`src/rtl/buf_occ_pkg.sv`:
```
package buf_occ_pkg;
  typedef struct packed {
    logic force_on;
    logic hold;
  } ctrl_t;
endpackage

```
`src/rtl/boc_occ_counter.sv`:
```
module boc_occ_counter #(
  parameter int NUM_PAGES = 64,
  parameter int CNT_W     = $clog2(NUM_PAGES + 1)
) (
  input  logic             clk_i,
  input  logic             rst_ni,
  input  logic             inc_i,
  input  logic             dec_i,
  output logic [CNT_W-1:0] used_o,
  output logic [CNT_W-1:0] free_o
);
  localparam logic [CNT_W-1:0] FULL = CNT_W'(NUM_PAGES);

  logic [CNT_W-1:0] used_q;

  always_ff @(posedge clk_i or negedge rst_ni) begin
    if (!rst_ni) used_q <= '0;
    else if (inc_i && !dec_i && used_q != FULL) used_q <= used_q + 1'b1;
    else if (dec_i && !inc_i && used_q != '0)   used_q <= used_q - 1'b1;
  end

  assign used_o = used_q;
  assign free_o = FULL - used_q;

  a_r3_no_overflow: assert property (@(posedge clk_i) disable iff (!rst_ni)
    used_q <= FULL);
  a_r2_both_hold: assert property (@(posedge clk_i) disable iff (!rst_ni)
    (inc_i && dec_i) |=> $stable(used_q));
  a_r3_no_underflow: assert property (@(posedge clk_i) disable iff (!rst_ni)
    (used_q == '0 && !inc_i) |=> used_q == '0);
endmodule

```
`src/rtl/boc_level_bank.sv`:
```
module boc_level_bank #(
  parameter int NUM_LEVELS = 5,
  parameter int CNT_W      = 7
) (
  input  logic [CNT_W-1:0]                 used_i,
  input  logic [NUM_LEVELS-1:0][CNT_W-1:0] lvl_i,
  output logic [NUM_LEVELS-1:0]            hit_o
);
  for (genvar k = 0; k < NUM_LEVELS; k++) begin : g_cmp
    assign hit_o[k] = (used_i >= lvl_i[k]);
  end
endmodule

```
`src/rtl/boc_xoff_ctrl.sv`:
```
module boc_xoff_ctrl #(
  parameter int CNT_W = 7
) (
  input  logic             clk_i,
  input  logic             rst_ni,
  input  logic [CNT_W-1:0] free_i,
  input  logic [CNT_W-1:0] lo_i,
  input  logic [CNT_W-1:0] hi_i,
  input  logic             hold_i,
  input  logic             force_i,
  output logic             xoff_o
);
  logic auto_q;

  // low level wins if levels are misconfigured
  always_ff @(posedge clk_i or negedge rst_ni) begin
    if (!rst_ni)              auto_q <= 1'b0;
    else if (free_i <= lo_i)  auto_q <= 1'b1;
    else if (free_i > hi_i)   auto_q <= 1'b0;
  end

  assign xoff_o = hold_i | force_i | auto_q;

  a_r5_low_asserts: assert property (@(posedge clk_i) disable iff (!rst_ni)
    (free_i <= lo_i) |=> xoff_o);
  a_r6_high_releases: assert property (@(posedge clk_i) disable iff (!rst_ni)
    (free_i > hi_i && free_i > lo_i) |=> (!xoff_o || hold_i || force_i));
  a_r6_band_holds: assert property (@(posedge clk_i) disable iff (!rst_ni)
    (free_i > lo_i && free_i <= hi_i) |=> $stable(auto_q));
  a_r7_hold: assert property (@(posedge clk_i) disable iff (!rst_ni)
    hold_i |-> xoff_o);
  a_r8_force: assert property (@(posedge clk_i) disable iff (!rst_ni)
    force_i |-> xoff_o);
endmodule

```
`src/rtl/buf_occ_ctrl.sv`:
```
module buf_occ_ctrl
  import buf_occ_pkg::*;
#(
  parameter int NUM_PAGES  = 64,
  parameter int NUM_LEVELS = 5,
  parameter int ADDR_W     = 4,
  parameter int DATA_W     = 8
) (
  input  logic                  clk_i,
  input  logic                  rst_ni,
  input  logic                  page_alloc_i,
  input  logic                  page_free_i,
  input  logic                  reg_we_i,
  input  logic [ADDR_W-1:0]     reg_addr_i,
  input  logic [DATA_W-1:0]     reg_wdata_i,
  output logic [DATA_W-1:0]     reg_rdata_o,
  output logic [NUM_LEVELS-1:0] level_hit_o,
  output logic                  xoff_o
);
  localparam int CNT_W = $clog2(NUM_PAGES + 1);
  localparam logic [ADDR_W-1:0] A_LO   = ADDR_W'(NUM_LEVELS);
  localparam logic [ADDR_W-1:0] A_HI   = ADDR_W'(NUM_LEVELS + 1);
  localparam logic [ADDR_W-1:0] A_CTRL = ADDR_W'(NUM_LEVELS + 2);
  localparam logic [ADDR_W-1:0] A_STAT = ADDR_W'(NUM_LEVELS + 3);
  localparam logic [ADDR_W-1:0] A_USED = ADDR_W'(NUM_LEVELS + 4);
  localparam logic [ADDR_W-1:0] A_FREE = ADDR_W'(NUM_LEVELS + 5);
  localparam logic [CNT_W-1:0]  LVL_RST = CNT_W'(NUM_PAGES);
  localparam logic [CNT_W-1:0]  LO_RST  = CNT_W'(NUM_PAGES / 8);
  localparam logic [CNT_W-1:0]  HI_RST  = CNT_W'(NUM_PAGES / 4);

  logic [NUM_LEVELS-1:0][CNT_W-1:0] lvl_q;
  logic [CNT_W-1:0] lo_q, hi_q, used_w, free_w;
  ctrl_t            ctrl_q;

  always_ff @(posedge clk_i or negedge rst_ni) begin
    if (!rst_ni) begin
      for (int k = 0; k < NUM_LEVELS; k++) lvl_q[k] <= LVL_RST;
      lo_q   <= LO_RST;
      hi_q   <= HI_RST;
      ctrl_q <= '{force_on: 1'b0, hold: 1'b1};
    end else if (reg_we_i) begin
      for (int k = 0; k < NUM_LEVELS; k++)
        if (reg_addr_i == ADDR_W'(k)) lvl_q[k] <= reg_wdata_i[CNT_W-1:0];
      if (reg_addr_i == A_LO)   lo_q   <= reg_wdata_i[CNT_W-1:0];
      if (reg_addr_i == A_HI)   hi_q   <= reg_wdata_i[CNT_W-1:0];
      if (reg_addr_i == A_CTRL) ctrl_q <= ctrl_t'(reg_wdata_i[1:0]);
    end
  end

  boc_occ_counter #(.NUM_PAGES(NUM_PAGES), .CNT_W(CNT_W)) u_cnt (
    .clk_i(clk_i), .rst_ni(rst_ni), .inc_i(page_alloc_i), .dec_i(page_free_i),
    .used_o(used_w), .free_o(free_w));

  boc_level_bank #(.NUM_LEVELS(NUM_LEVELS), .CNT_W(CNT_W)) u_lvl (
    .used_i(used_w), .lvl_i(lvl_q), .hit_o(level_hit_o));

  boc_xoff_ctrl #(.CNT_W(CNT_W)) u_xoff (
    .clk_i(clk_i), .rst_ni(rst_ni), .free_i(free_w), .lo_i(lo_q), .hi_i(hi_q),
    .hold_i(ctrl_q.hold), .force_i(ctrl_q.force_on), .xoff_o(xoff_o));

  always_comb begin
    reg_rdata_o = '0;
    for (int k = 0; k < NUM_LEVELS; k++)
      if (reg_addr_i == ADDR_W'(k)) reg_rdata_o = DATA_W'(lvl_q[k]);
    if (reg_addr_i == A_LO)   reg_rdata_o = DATA_W'(lo_q);
    if (reg_addr_i == A_HI)   reg_rdata_o = DATA_W'(hi_q);
    if (reg_addr_i == A_CTRL) reg_rdata_o = DATA_W'(ctrl_q);
    if (reg_addr_i == A_STAT) reg_rdata_o = DATA_W'(level_hit_o);
    if (reg_addr_i == A_USED) reg_rdata_o = DATA_W'(used_w);
    if (reg_addr_i == A_FREE) reg_rdata_o = DATA_W'(free_w);
  end

  a_r9_ro_write_ignored: assert property (@(posedge clk_i) disable iff (!rst_ni)
    (reg_we_i && reg_addr_i >= A_STAT) |=> ($stable(lo_q) && $stable(hi_q) && $stable(ctrl_q)));
  a_r7_hold_clear_only_by_write: assert property (@(posedge clk_i) disable iff (!rst_ni)
    $fell(ctrl_q.hold) |-> $past(reg_we_i && reg_addr_i == A_CTRL));
endmodule

```
`config.mk`:
```
export PLATFORM = sky130hd
export DESIGN_NAME = buf_occ_ctrl
export DESIGN_NICKNAME = d
export VERILOG_FILES = /design/src/rtl/buf_occ_pkg.sv /design/src/rtl/boc_occ_counter.sv /design/src/rtl/boc_level_bank.sv /design/src/rtl/boc_xoff_ctrl.sv /design/src/rtl/buf_occ_ctrl.sv
export SDC_FILE = /design/constraint.sdc
export NUM_CORES = 1
export LEC_CHECK = 0
export BUFFER_PORTS_ARGS = -buffer_cell sky130_fd_sc_hd__buf_4
export CAP_MARGIN = 20
export CORE_MARGIN = 3
export CORE_UTILIZATION = 60
export DETAILED_ROUTE_END_ITERATION = 7
export GPL_ROUTABILITY_DRIVEN = 0
export PLACE_DENSITY = 0.88
export SLEW_MARGIN = 40
export SYNTH_ARGS = -nofsm -noshare
export SYNTH_HDL_FRONTEND = slang
export SYNTH_SLANG_ARGS = --single-unit
```
`constraint.sdc`:
```
create_clock -name clk_i -period 4 [get_ports clk_i]
set_input_delay 0.4 -clock clk_i [delete_from_list [all_inputs] [get_ports clk_i]]
set_output_delay 0.4 -clock clk_i [all_outputs]
set_load 0.005 [all_outputs]
```
==> reports/results.tsv <==
stage	metric	value	unit
die	die extent in x	92.2	µm
global_routing	largest net degree at the start of global routing	60	
synthesis	biggest area consumer among synthesized cells	dfrtp_1	
clocking	buffer count from post-CTS setup fixing	0	
clocking	Longest Clk Path Bufs	2	
layout	share of layout cells above drive strength 1	21.2	%
sta	setup TNS	0	ns
die	effective utilization at floorplan	63.8	%
routing	drc violations	0	
setup_path	cell-by-cell trace of the critical path	inv_1, ha_1, and3_1, nand2_1, nand2_1, fa_1, a21o_1, a21oi_1, o21bai_1, a21oi_1, mux4_2	
setup_path	master of the slowest instance on the critical path	dfrtp_1	
sta	maximum clock skew at final layout	0.00957	ns
setup_path	critical path data required time	4.23	ns
synthesis	proportion of synthesized chip area in sequential cells	33.4	%
clocking	root cell of the clock tree	clkbuf_8	
routing	length of the first detailed-routing pass in iterations	5	
clocking	clock slew at the register clock pins of the worst setup and hold paths	0.07	ns
pwr	leakage dissipation	2.31	nW
routing	routed via count	3740	
place	half-perimeter wire length after detailed placement	8.38	mm
clocking	clock tree from TritonCTS	yes	
setup_path	critical path start-end classification	register to register	
pwr	power density over the cells	681	nW/µm²
routing	post-route ant nets	0	
sta	Slew headroom	43.0	%
layout	net count of the finished layout	568	
synthesis	area fraction of the dominant cell type after synthesis	28.7	%
run	count of maximum capacitance violations	0	
clocking	cells resized by post-CTS repair	0	
synthesis	Gate Count Post-Synth	469	
synthesis	post-synthesis net count	542	
layout	top library cells by usage in the layout, fill and taps aside	ha_1 (55), nand2_1 (51), dfrtp_1 (51)	
sta	Final Hold Viols	0	
place	pre-CTS setup slack	0.663	ns
global_routing	global router's overall resource usage	28.5	%
synthesis	Area contributors post-synth	dfrtp_1 (29%), ha_1 (15%), mux2_2 (8.8%), dfstp_2 (4.7%), nand2_1 (4.3%)	
sta	final worst-path cycle share	85.2	%
layout	fill cell count	524	
status	run status	complete, no violations	
synthesis	number of warnings printed during yosys synthesis	0	
setup_path	CP peak stage delay	0.51	ns
clocking	number of buffers inserted for hold repair after clock tree synthesis	0	
die	Site Rows	30	
setup_path	element type at the critical path start	register	
routing	initial drt markers	418	
synthesis	Yosys reg bits	59	
routing	Avg Vias per Cell	6.28	
synthesis	Synth async-reset ratio	100	%
global_routing	global-route wire length before repair	18.7	mm
global_routing	number of global-route vias before repair	3794	
synthesis	dominant synthesized flop cell	dfrtp_1	
die	overall die area	8490	µm²
sta	max-slew violation total from the final report	0	
synthesis	distinct cell type count after synthesis	51	
layout	most common cell after layout, fill and taps aside	ha_1	
sta	FMAX	293	MHz
setup_path	critical-path maximum fanout	8	
sta	unrepaired setup endpoints after global routing	false	
clocking	clock net sink count	59	
min_path	worst min path class	input port to register	
synthesis	summed instance area of the synthesized netlist	4450	µm²
routing	routed wire length	11.6	mm
clocking	clock latency reported for the late side of the worst-skew pair	0.36	ns
global_routing	global-route congestion overflow total	0	
sta	final hold slack	0.330	ns
sta	final setup violating endpoints	0	
die	height of the die	92.2	µm
clocking	number of buffers created by CTS	9	
synthesis	number of flops mapped to enable cells by yosys	0	
setup_path	Setup crit end kind	register	
die	Core Region	6980	µm²
routing	average wire per standard cell	19.4	µm
layout	antenna diode instance count	0	
sta	PnR worst setup slack	0.592	ns
setup_path	Register-to-Register Path Depth	11	
layout	Synth-to-Final Area Change	11.8	%
min_path	worst hold path depth	3	
pwr	Peak VDD IR	392	µV
global_routing	initial antenna violation count	0	
setup_path	endpoint arrival time on the critical path	3.64	ns
die	top-level port count	31	
synthesis	mean instance size in the synthesized netlist	9.50	µm²
place	count of buffers inserted at the top-level ports	28	
sta	transition at the pin with the smallest max-transition slack	0.853	ns
sta	Final min period	3.41	ns
clocking	Clock H-tree levels	3	
setup_path	Reg2Reg Setup Slack	0.59	ns
-- synth_stat cells (8+ instances only) --
master	n
mux2_2	35
nand2_1	51
dfrtp_1	51
ha_1	55
nor2_1	11
a21o_1	14
dfstp_2	8
o21ai_0	38
buf_2	10
nand2b_1	8
a21oi_1	28
inv_1	50
xnor2_1	8
-- critical path: cells and delay by family, from the launching register on --
family,cells,cell delay (ns)
simple gates,3,0.53
mux,1,0.51
compound gates,4,0.72
fa+ha+maj,2,0.77
flops,1,0.51
buf+inv,1,0.24
-- layer usage --
metal | wire length [µm] | vias to the layer above | part of all wire (%) | GRT usage, %
met5 | 0 | - | 0 | 0
met4 | 463 | 0 | 4.0 | 12.9
met3 | 804 | 40 | 7.0 | 6.48
met2 | 5660 | 167 | 49 | 47.5
met1 | 4630 | 1816 | 40 | 35.1
li1 | - | 1717 | - | -
-- layout make-up --
type | instances | area [µm²] | area share [%]
well taps | 96 | 120 | 2.41
flip-flops and latches | 59 | 1490 | 29.8
multi-input cells | 345 | 2690 | 53.9
inverters | 50 | 188 | 3.77
clock buffers | 12 | 165 | 3.32
repair buffers | 30 | 240 | 4.82
clock inverters | 4 | 95.1 | 1.91
-- flip-flops by register name, summed over array words and instances (netlist names) --
name           cells
lo_q               7
u_cnt.used_o       7
u_xoff.auto_q      1
ctrl_q             2
lvl_q             35
hi_q               7
-- worst paths after layout --
| path | from | end |
|---|---|---|
| max in group asynchronous | rst_ni | lvl_q[20] |
| worst max register to register | u_cnt.used_o[0] | u_cnt.used_o[6] |
| worst min register to register | lvl_q[2] | lvl_q[2] |
| worst max-delay path | u_cnt.used_o[0] | u_cnt.used_o[6] |
| worst min-delay path | reg_wdata_i[6] | lvl_q[27] |
| min in group asynchronous | rst_ni | lo_q[1] |
-- kinds of logic (layout without fill, tap and decap cells) --
family,after synthesis,after routing,share of synthesized area [%]
other,1,1,0.0842
AND/OR/NAND/NOR,111,111,12.5
flip-flops,59,59,33.4
buffers and inverters,65,96,6.35
multiplexers,44,44,12.3
adder cells (fa/ha/maj),56,56,15.9
XOR/XNOR,10,10,1.97
AO/OA/AOI/OAI,123,123,17.5
-- stage by stage --
stage               cells  util (%)  cell area [µm²]  total power, mW
finish                596      71.3             4980             3.39
global route          596      71.3             4980             3.64
CTS                   594      70.9             4950             3.37
detailed placement    578      67.2             4690             2.63
global placement      578      67.2             4690             2.51
floorplan             469         -             4450             2.11
-- power by group --
group          internal (mW)  leakage [nW]  switching (mW)  total, mW
clock network          0.464         0.133           0.251      0.715
registers              0.772         0.696           0.225      0.997
logic                  0.816          1.48           0.865       1.68
Power figures use the tool's default switching activity.
